==> src/rtl/fetch_seq_pkg.sv <==
package fetch_seq_pkg;

    // What the word on the memory output represents
    typedef enum logic [1:0] {
        SLOT_BOOT   = 2'd0,
        SLOT_LIVE   = 2'd1,
        SLOT_SQUASH = 2'd2,
        SLOT_FLUSH  = 2'd3
    } slot_state_e;

    // Source chosen for the next program counter
    typedef enum logic [1:0] {
        NPC_SEQ     = 2'd0,
        NPC_BRANCH  = 2'd1,
        NPC_TRAP    = 2'd2,
        NPC_RESTART = 2'd3
    } npc_src_e;

endpackage

==> src/rtl/fetch_redirect_arb.sv <==
module fetch_redirect_arb
    import fetch_seq_pkg::*;
(
    input  logic     restart_req,
    input  logic     trap_req,
    input  logic     br_taken,
    input  logic     slot_live,
    output npc_src_e src
);

    // Fixed priority: restart, exception, branch (only from a live slot), sequential
    always_comb begin
        if (restart_req) begin
            src = NPC_RESTART;
        end else if (trap_req) begin
            src = NPC_TRAP;
        end else if (br_taken && slot_live) begin
            src = NPC_BRANCH;
        end else begin
            src = NPC_SEQ;
        end
    end

endmodule

==> src/rtl/fetch_nextpc.sv <==
module fetch_nextpc
    import fetch_seq_pkg::*;
#(
    parameter int PC_W       = 32,
    parameter int STEP_BYTES = 4
) (
    input  logic [PC_W-1:0] cur_pc,
    input  npc_src_e        src,
    input  logic [PC_W-1:0] br_target,
    input  logic [PC_W-1:0] trap_vec,
    input  logic [PC_W-1:0] restart_pc,
    output logic [PC_W-1:0] next_pc
);

    localparam int ALIGN_W = $clog2(STEP_BYTES);

    logic [PC_W-1:0] raw_pc;

    always_comb begin
        unique case (src)
            NPC_RESTART: raw_pc = restart_pc;
            NPC_TRAP:    raw_pc = trap_vec;
            NPC_BRANCH:  raw_pc = br_target;
            default:     raw_pc = cur_pc + PC_W'(STEP_BYTES);
        endcase
    end

    generate
        if (ALIGN_W == 0) begin : g_no_align
            assign next_pc = raw_pc;
        end else begin : g_align
            assign next_pc = {raw_pc[PC_W-1:ALIGN_W], {ALIGN_W{1'b0}}};
        end
    endgenerate

endmodule

==> src/rtl/fetch_slot_fsm.sv <==
module fetch_slot_fsm
    import fetch_seq_pkg::*;
(
    input  logic        clk,
    input  logic        rst_n,
    input  logic        advance,
    input  npc_src_e    src,
    input  logic        dslot_mode,
    output logic        slot_live,
    output slot_state_e state
);

    slot_state_e state_d;

    // State register
    always_ff @(posedge clk or negedge rst_n) begin
        if (!rst_n) begin
            state <= SLOT_BOOT;
        end else begin
            state <= state_d;
        end
    end

    // Transitions: the redirect source decides what the word now being fetched becomes
    always_comb begin
        state_d = state;
        if (advance) begin
            unique case (src)
                NPC_RESTART,
                NPC_TRAP:   state_d = SLOT_FLUSH;
                NPC_BRANCH: state_d = dslot_mode ? SLOT_LIVE : SLOT_SQUASH;
                default:    state_d = SLOT_LIVE;
            endcase
        end
    end

    // Outputs
    always_comb begin
        unique case (state)
            SLOT_LIVE:   slot_live = 1'b1;
            SLOT_BOOT,
            SLOT_SQUASH,
            SLOT_FLUSH:  slot_live = 1'b0;
            default:     slot_live = 1'b0;
        endcase
    end

endmodule

==> src/rtl/fetch_seq.sv <==
module fetch_seq
    import fetch_seq_pkg::*;
#(
    parameter int                PC_W       = 32,
    parameter int                INSN_W     = 32,
    parameter int                STEP_BYTES = 4,
    parameter logic [PC_W-1:0]   RESET_VEC  = 32'h0000_0100,
    parameter logic [INSN_W-1:0] NOP_WORD   = 32'h0000_0000
) (
    input  logic              clk,
    input  logic              rst_n,
    input  logic              stall,
    input  logic              dslot_mode,
    input  logic              br_taken,
    input  logic [PC_W-1:0]   br_target,
    input  logic              trap_req,
    input  logic [PC_W-1:0]   trap_vec,
    input  logic              restart_req,
    input  logic [PC_W-1:0]   restart_pc,
    output logic [PC_W-1:0]   imem_addr,
    output logic              imem_rd,
    input  logic [INSN_W-1:0] imem_rdata,
    output logic [INSN_W-1:0] dec_instr,
    output logic [PC_W-1:0]   dec_pc,
    output logic              dec_valid
);

    localparam logic [PC_W-1:0] ALIGN_MASK = ~(PC_W'(STEP_BYTES - 1));
    localparam logic [PC_W-1:0] RESET_PC   = RESET_VEC & ALIGN_MASK;

    logic            advance;
    logic            slot_live;
    npc_src_e        src;
    slot_state_e     slot_state;
    logic [PC_W-1:0] pc_q;
    logic [PC_W-1:0] pc_d;
    logic [PC_W-1:0] flight_pc_q;

    assign advance = ~stall;

    fetch_redirect_arb u_arb (
        .restart_req (restart_req),
        .trap_req    (trap_req),
        .br_taken    (br_taken),
        .slot_live   (slot_live),
        .src         (src)
    );

    fetch_nextpc #(
        .PC_W       (PC_W),
        .STEP_BYTES (STEP_BYTES)
    ) u_nextpc (
        .cur_pc     (pc_q),
        .src        (src),
        .br_target  (br_target),
        .trap_vec   (trap_vec),
        .restart_pc (restart_pc),
        .next_pc    (pc_d)
    );

    fetch_slot_fsm u_slot (
        .clk        (clk),
        .rst_n      (rst_n),
        .advance    (advance),
        .src        (src),
        .dslot_mode (dslot_mode),
        .slot_live  (slot_live),
        .state      (slot_state)
    );

    // PC and the address of the word in flight
    always_ff @(posedge clk or negedge rst_n) begin
        if (!rst_n) begin
            pc_q        <= RESET_PC;
            flight_pc_q <= '0;
        end else if (advance) begin
            pc_q        <= pc_d;
            flight_pc_q <= pc_q;
        end
    end

    assign imem_addr = pc_q;
    assign imem_rd   = advance;
    assign dec_pc    = flight_pc_q;
    assign dec_valid = slot_live;
    assign dec_instr = slot_live ? imem_rdata : NOP_WORD;

endmodule

==> config.mk <==
export PLATFORM = sky130hd
export DESIGN_NAME = fetch_seq
export DESIGN_NICKNAME = d
export VERILOG_FILES = /design/src/rtl/fetch_seq_pkg.sv /design/src/rtl/fetch_redirect_arb.sv /design/src/rtl/fetch_nextpc.sv /design/src/rtl/fetch_slot_fsm.sv /design/src/rtl/fetch_seq.sv
export SDC_FILE = /design/constraint.sdc
export NUM_CORES = 1
export LEC_CHECK = 0
export ABC_AREA = 1
export BUFFER_PORTS_ARGS = -buffer_cell sky130_fd_sc_hd__buf_2
export CORE_MARGIN = 1.5
export CORE_UTILIZATION = 32
export CTS_BUF_LIST = sky130_fd_sc_hd__clkbuf_2
export CTS_CLUSTER_SIZE = 40
export DETAILED_ROUTE_END_ITERATION = 7
export HOLD_SLACK_MARGIN = 0.1
export REMOVE_ABC_BUFFERS = 1
export SLEW_MARGIN = 20
export SYNTH_ARGS = -nofsm -noshare
export SYNTH_HDL_FRONTEND = slang
export SYNTH_SLANG_ARGS = --single-unit
==> constraint.sdc <==
create_clock -name clk -period 1.7 [get_ports clk]
set_input_delay 0.17 -clock clk [delete_from_list [all_inputs] [get_ports clk]]
set_output_delay 0.17 -clock clk [all_outputs]
set_load 0.02 [all_outputs]
==> results of run 1 <==
[stage by stage]
stage / hold slack, ns / setup WS [ns] / setup TNS, ns / power, mW / util [%]
detailed placement: 0.237 / 0.124 / 0 / 3.38 / 42.9
global placement: 0.218 / 0.174 / 0 / 3.36 / 42.9
floorplan: -0.126 / -0.0742 / -1.34 / 2.69 / -
global route: 0.150 / -0.278 / -7.16 / 4.79 / 52.7
finish: 0.144 / -0.158 / -4.18 / 4.50 / 52.7
CTS: 0.115 / -0.169 / -4.67 / 4.47 / 51.5
[worst register-to-register path, cell delays in order, from the launching register on]
cell,delay (ns)
dfrtp_1,0.47
ha_4,0.17
nand2_2,0.07
nor2_4,0.18
nand2_4,0.11
clkinv_4,0.09
nand2_4,0.06
nor2_4,0.11
nand3_1,0.08
nand2_1,0.06
nand2_1,0.05
nand2_1,0.05
[synth_stat cells (3+ instances only)]
master    count  area [sq um]
nor2_4       10           113
nand3_1      28           140
nand2_4       4          45.0
nand2_1     235           882
a22o_1        9          78.8
a21oi_1      38           190
o21ai_1      12          60.1
dfrtp_1      61          1530
clkbuf_8      3          41.3
o21ai_0      35           175
nor2_1       88           330
buf_4         9          67.6
clkbuf_1     12          45.0
nor2_2        6          37.5
a21oi_2       4          35.0
inv_2         8          30.0
nand2_2       6          37.5
inv_1        67           251
buf_2         8          40.0
[worst paths after layout]
kind / startpoint / endpoint / slack, ns
max: u_slot.state[1] / dec_instr[29] / -0.16
min: trap_vec[3] / imem_addr[3] / 0.14
max reg2reg: imem_addr[2] / imem_addr[16] / 0.14
min reg2reg: dec_pc[9] / dec_pc[9] / 0.50
max in group asynchronous: rst_n / dec_pc[30] / 1.14
min in group asynchronous: rst_n / dec_pc[8] / 0.17
[layout by cell type, fill, tap and decap left out, types with 2 or more instances in the layout]
master         Yosys  final
nand2_1          235    235
buf_2              8    204
dlygate4sd3_1      0     94
nor2_1            88     81
inv_1             67     65
dfrtp_1           61     61
a21oi_1           38     37
buf_4              9     37
o21ai_0           35     34
nand3_1           28     26
nor2_4            10     18
o21ai_1           12     13
inv_2              8      9
a22o_1             9      9
clkbuf_2           0      9
buf_6              0      7
nand2_2            6      6
nor2_2             6      5
a21oi_2            4      5
clkinvlp_4         0      4
nand2_4            4      4
nand3_2            2      4
conb_1             1      4
clkinv_1           1      3
buf_12             0      3
nor2_8             2      2
xor2_1             2      2
a31oi_1            2      2
o21a_1             2      2
nor3_1             2      2
[final cells by class]
class | instances | area [sq um] | area share (%)
multi-input combinational | 498 | 2400 | 34.3
timing repair buffer | 346 | 2390 | 34.3
sequential | 62 | 1550 | 22.2
inverter | 78 | 307 | 4.39
tap | 176 | 220 | 3.16
clock inverter | 7 | 65.1 | 0.932
clock buffer | 9 | 45.0 | 0.645
[per-layer routing]
metal / track usage [%] / vias up
li1: - / 2728
met4: 6.62 / 0
met3: 3.52 / 30
met1: 28.7 / 2363
met5: 0 / -
met2: 39.1 / 160
[cells by family (layout without fill, tap and decap cells)]
family / after synthesis / after routing / synth area share (%)
AO/OA/AOI/OAI: 106 / 106 / 13.7
XOR/XNOR: 2 / 2 / 0.402
adder cells (fa/ha/maj): 1 / 1 / 0.287
buffers and inverters: 111 / 440 / 11.5
flip-flops: 62 / 62 / 35.7
other: 1 / 4 / 0.0861
AND/OR/NAND/NOR: 385 / 385 / 38.4
[repair_timing]
action                                  CTS  global route
resized for setup                        21            31
cloned                                    0             0
endpoints found under the setup margin   32            53
hold buffers                             94             0
hold endpoints to repair                 95             0
pin swaps                                 2             6
buffers inserted                          4             6
[power breakdown]
part	switching (mW)	total (mW)	leakage, nW	internal [mW]
clock network	0.576	0.901	0.0590	0.325
logic	1.01	1.73	2.91	0.715
registers	0.202	1.87	0.746	1.67
[flip-flops by register name (all words and copies together) (netlist names)]
name,count
dec_pc,30
imem_addr,30
u_slot.state,2
==> impl_metrics.toml, run 1 <==
[status]
outcome = "finished with violations"
violations = "negative setup slack"

[global_routing]
grt_use_total_pct = 22.5
antenna_found_initial = 0
grt_pass1_vias = 5307
grt_max_degree = 44
grt_pass1_wl_mm = 25.7
grt_overflow = 0

[clock_tree]
cts_tree = "built"
cts.path.max_buffers = 2
cts_buffers = 9
root_buffer = "clkbuf_2"
clk_pin_slew_ns = 0.20
clk_latency_ns = 0.52
clock-sinks = 62
htree_levels = 3

[timing]
tightestPinTransition_ns = 0.564
rsz0062_at_grt = "yes"
layout_setup_ws_ns = -0.158
hold_violations = 0
max_slew_margin_pct = 62.4
finalSetupViolCount = 31
finalClockSkew_ns = 0.0279
min_period_ns = 1.86
drv_slew = 0
fin_crit_sh_pct = 109
max_freq_ghz = 0.538

[worst_setup_path]
path_depth = 5
crit_family = "buffers and inverters"
cp.required_ns = 1.53
crit_path_start_kind = "register"
crit_path_max_incr_delay_ns = 0.44
end_kind = "output pin"
crit_fanout = 22
critPathBufInv = 3
critPathSlowestCell = "dfrtp_1"
crit_chain = "nor2_4, clkinvlp_4, buf_8, nor2_1, buf_4"
critical_path_arrival_ns = 1.69
reg2reg_depth = 11
criticalPathCategory = "reg -> out"

[synthesis]
syn_area_sq_um = 4350
synth_ff_type = "dfrtp_1"
async_flop_share_pct = 100
yosysWarnings = 0
seq_area_frac_synth_pct = 35.7
ys_ff_latch = 62
ys_types = 38
syn-instance-count = 668
synth_edf_count = 0
avgSynthCellArea_sq_um = 6.52

[final_layout]
num-fill-cells = 1326
final_layout_size_suffix_gt1_share_pct = 32.5
diodes = 0
nNetsFinal = 1131
final_area_sq_um = 6980
area_growth_pct = 60.3
layout.cells.non_filler = 1176

[place]
dp.cells = 1056
place_hpwl_mm = 11.1
port_buffers = 222
place_area_sq_um = 5690
gp_congestion = 0.886

[job]
maxCapViolations = 0

[route]
routed-wl-met3_microns = 690
wl_per_cell_microns = 13.6
route.final.wire_length_mm = 16.0
final_antenna_net_count = 0
wl_met1_mm = 7.10
routed_via_density = 4.49
vias = 5281
drcViolationCount = 0
drt_iter0_markers = 227
highest_layer = "met4"
dr.pass1.iters = 4
dr_wl_met2_mm = 7.85

[die]
core.rowCount = 42
die_w_microns = 120
die-area_sq_um = 14300
ioPinCount = 233
core_area_sq_um = 13200
start_util_pct = 32.9
die_h_microns = 120

[power]
power_per_cell_area_nw_per_um2 = 645
ir_drop_mv = 0.394
p_leak_nw = 3.72

[worst_hold_path]
hold_class = "in -> reg"
whs_path_depth = 5
Note: power is estimated with default switching activity, not from simulation.
==> inputs of run 2 (changes only) <==
--- a/config.mk
+++ b/config.mk
@@ -13,6 +13,7 @@
 export CTS_CLUSTER_SIZE = 40
 export DETAILED_ROUTE_END_ITERATION = 7
 export HOLD_SLACK_MARGIN = 0.1
+export PLACE_DENSITY_LB_ADDON = 0.12
 export REMOVE_ABC_BUFFERS = 1
 export SLEW_MARGIN = 20
 export SYNTH_ARGS = -nofsm -noshare
==> run 2 against run 1 <==
Effect of this change: the flow still finishes with violations (negative setup slack); clock power is 2% higher; sequential share of layout area decreased by 0.52 points; hold slack better by 0.015 ns; critical endpoint is now dec_instr[2]; largest cell class is now buffers; largest power group unchanged.
==> impl_metrics.toml, run 2 (synthesis results as in run 1) <==
[final_layout]
final_area_sq_um = 7160
area_growth_pct = 64.4
final_util_pct = 54.0
nNetsFinal = 1131
diodes = 0
final_layout_size_suffix_gt1_share_pct = 34.1
final_cell_mix = "nand2_1 (233), buf_2 (190), dlygate4sd3_1 (96), inv_1 (66), nor2_1 (66)"
final_common_cell = "nand2_1"

[timing]
rsz0062_at_grt = "yes"
finalSetupViolCount = 32
layout_setup_ws_ns = -0.0764
fin_crit_sh_pct = 104
drv_slew = 0
finalClockSkew_ns = 0.0322
max_freq_ghz = 0.563
hold_violations = 0
min_period_ns = 1.78

[route]
wl_per_cell_microns = 13.9
drcViolationCount = 0
drt_iter0_markers = 245
final_antenna_net_count = 0
routed_via_density = 4.52
vias = 5313
route.final.wire_length_mm = 16.4
dr.pass1.iters = 4

[job]
maxCapViolations = 0

[clock_tree]
clk_pin_slew_ns = 0.15
htree_levels = 3
cts_buffers = 9
cts.path.max_buffers = 2
clock-sinks = 62
clk_latency_ns = 0.57
cts_tree = "built"
root_buffer = "clkbuf_2"

[status]
outcome = "finished with violations"
violations = "negative setup slack"

[die]
ioPinCount = 233
die-area_sq_um = 14300
core_area_sq_um = 13200
die_w_microns = 120
die_h_microns = 120
start_util_pct = 32.9
core.rowCount = 42

[power]
power_mw = 4.57
p_leak_nw = 3.76
power_per_cell_area_nw_per_um2 = 638
ir_drop_mv = 0.355

[global_routing]
grt_overflow = 0
grt_pass1_wl_mm = 26.3
grt_use_total_pct = 23.3
grt_pass1_vias = 5253
grt_max_degree = 63
antenna_found_initial = 0

[worst_setup_path]
crit_chain = "nor2_4, inv_4, buf_16, nor2_2, buf_6"
crit_path_start_kind = "register"
crit_fanout = 16
critical_path_arrival_ns = 1.61
crit_path_max_incr_delay_ns = 0.44
cp.required_ns = 1.53
criticalPathCategory = "reg -> out"
critPathSlowestCell = "dfrtp_1"
end_kind = "output pin"

[place]
port_buffers = 222
place_hpwl_mm = 11.1
place_area_sq_um = 5720
gp_congestion = 0.862

[worst_hold_path]
hold_class = "in -> reg"
[run 2: final cells by class]
type | count | area (sq um)
well taps | 176 | 220
fillers | 1307 | 6090
clock buffers | 10 | 50.0
repair buffers | 346 | 2520
multi-input cells | 498 | 2450
inverters | 78 | 310
flip-flops and latches | 62 | 1560
clock inverters | 5 | 51.3
[run 2: worst paths after layout]
check                                      from         endpoint  slack [ns]  depth (start not counted)
min in group asynchronous                 rst_n       dec_pc[22]        0.72                          4
worst min-delay path                restart_req  u_slot.state[0]        0.16                          4
worst max-delay path            u_slot.state[1]     dec_instr[2]       -0.08                          5
worst max register to register  u_slot.state[1]    imem_addr[29]        0.09                          9
worst min register to register       dec_pc[10]       dec_pc[10]        0.50                          2
max in group asynchronous                 rst_n     imem_addr[8]        0.65                          4
[run 2: repair_timing]
action                                 4_1_cts  5_1_grt
pin swaps                                    1        5
endpoints found under the hold margin      106        0
buffers inserted                             1        2
hold buffers                                96        0
gates resized for setup                     51       55
cloned                                       1        0
setup endpoints to repair                   32       57
[run 2: report_power, final]
part	total [mW]	internal, mW	switching (mW)	leakage, nW
clock	0.919	0.328	0.591	0.0652
sequential	1.87	1.67	0.200	0.743
combinational	1.78	0.750	1.03	2.95
[run 2: per-layer routing]
layer	routed length, microns	vias to the layer above	part of all wire [%]	global-route usage, %
met5	0	-	0	0
met4	308	0	1.9	7.07
met3	980	24	6.0	5.09
met2	7960	182	49	40.4
met1	7110	2383	43	28.9
li1	-	2724	-	-
[run 2: stage by stage]
step	hold WS (ns)	cells	setup WS [ns]	TNS, ns
after floorplan	-0.126	638	-0.0742	-1.34
after global placement	0.222	1060	0.105	0
after detailed placement	0.215	1060	0.0963	0
after CTS	0.130	1173	-0.0655	-1.82
after global routing	0.131	1175	-0.181	-5.05
final	0.159	1175	-0.0764	-1.82
[run 2: critical path, delay by kind of cell, from the launching register on]
kind,cells,cell delay (ns)
simple gates,2,0.26
flops,1,0.44
buf+inv,3,0.37
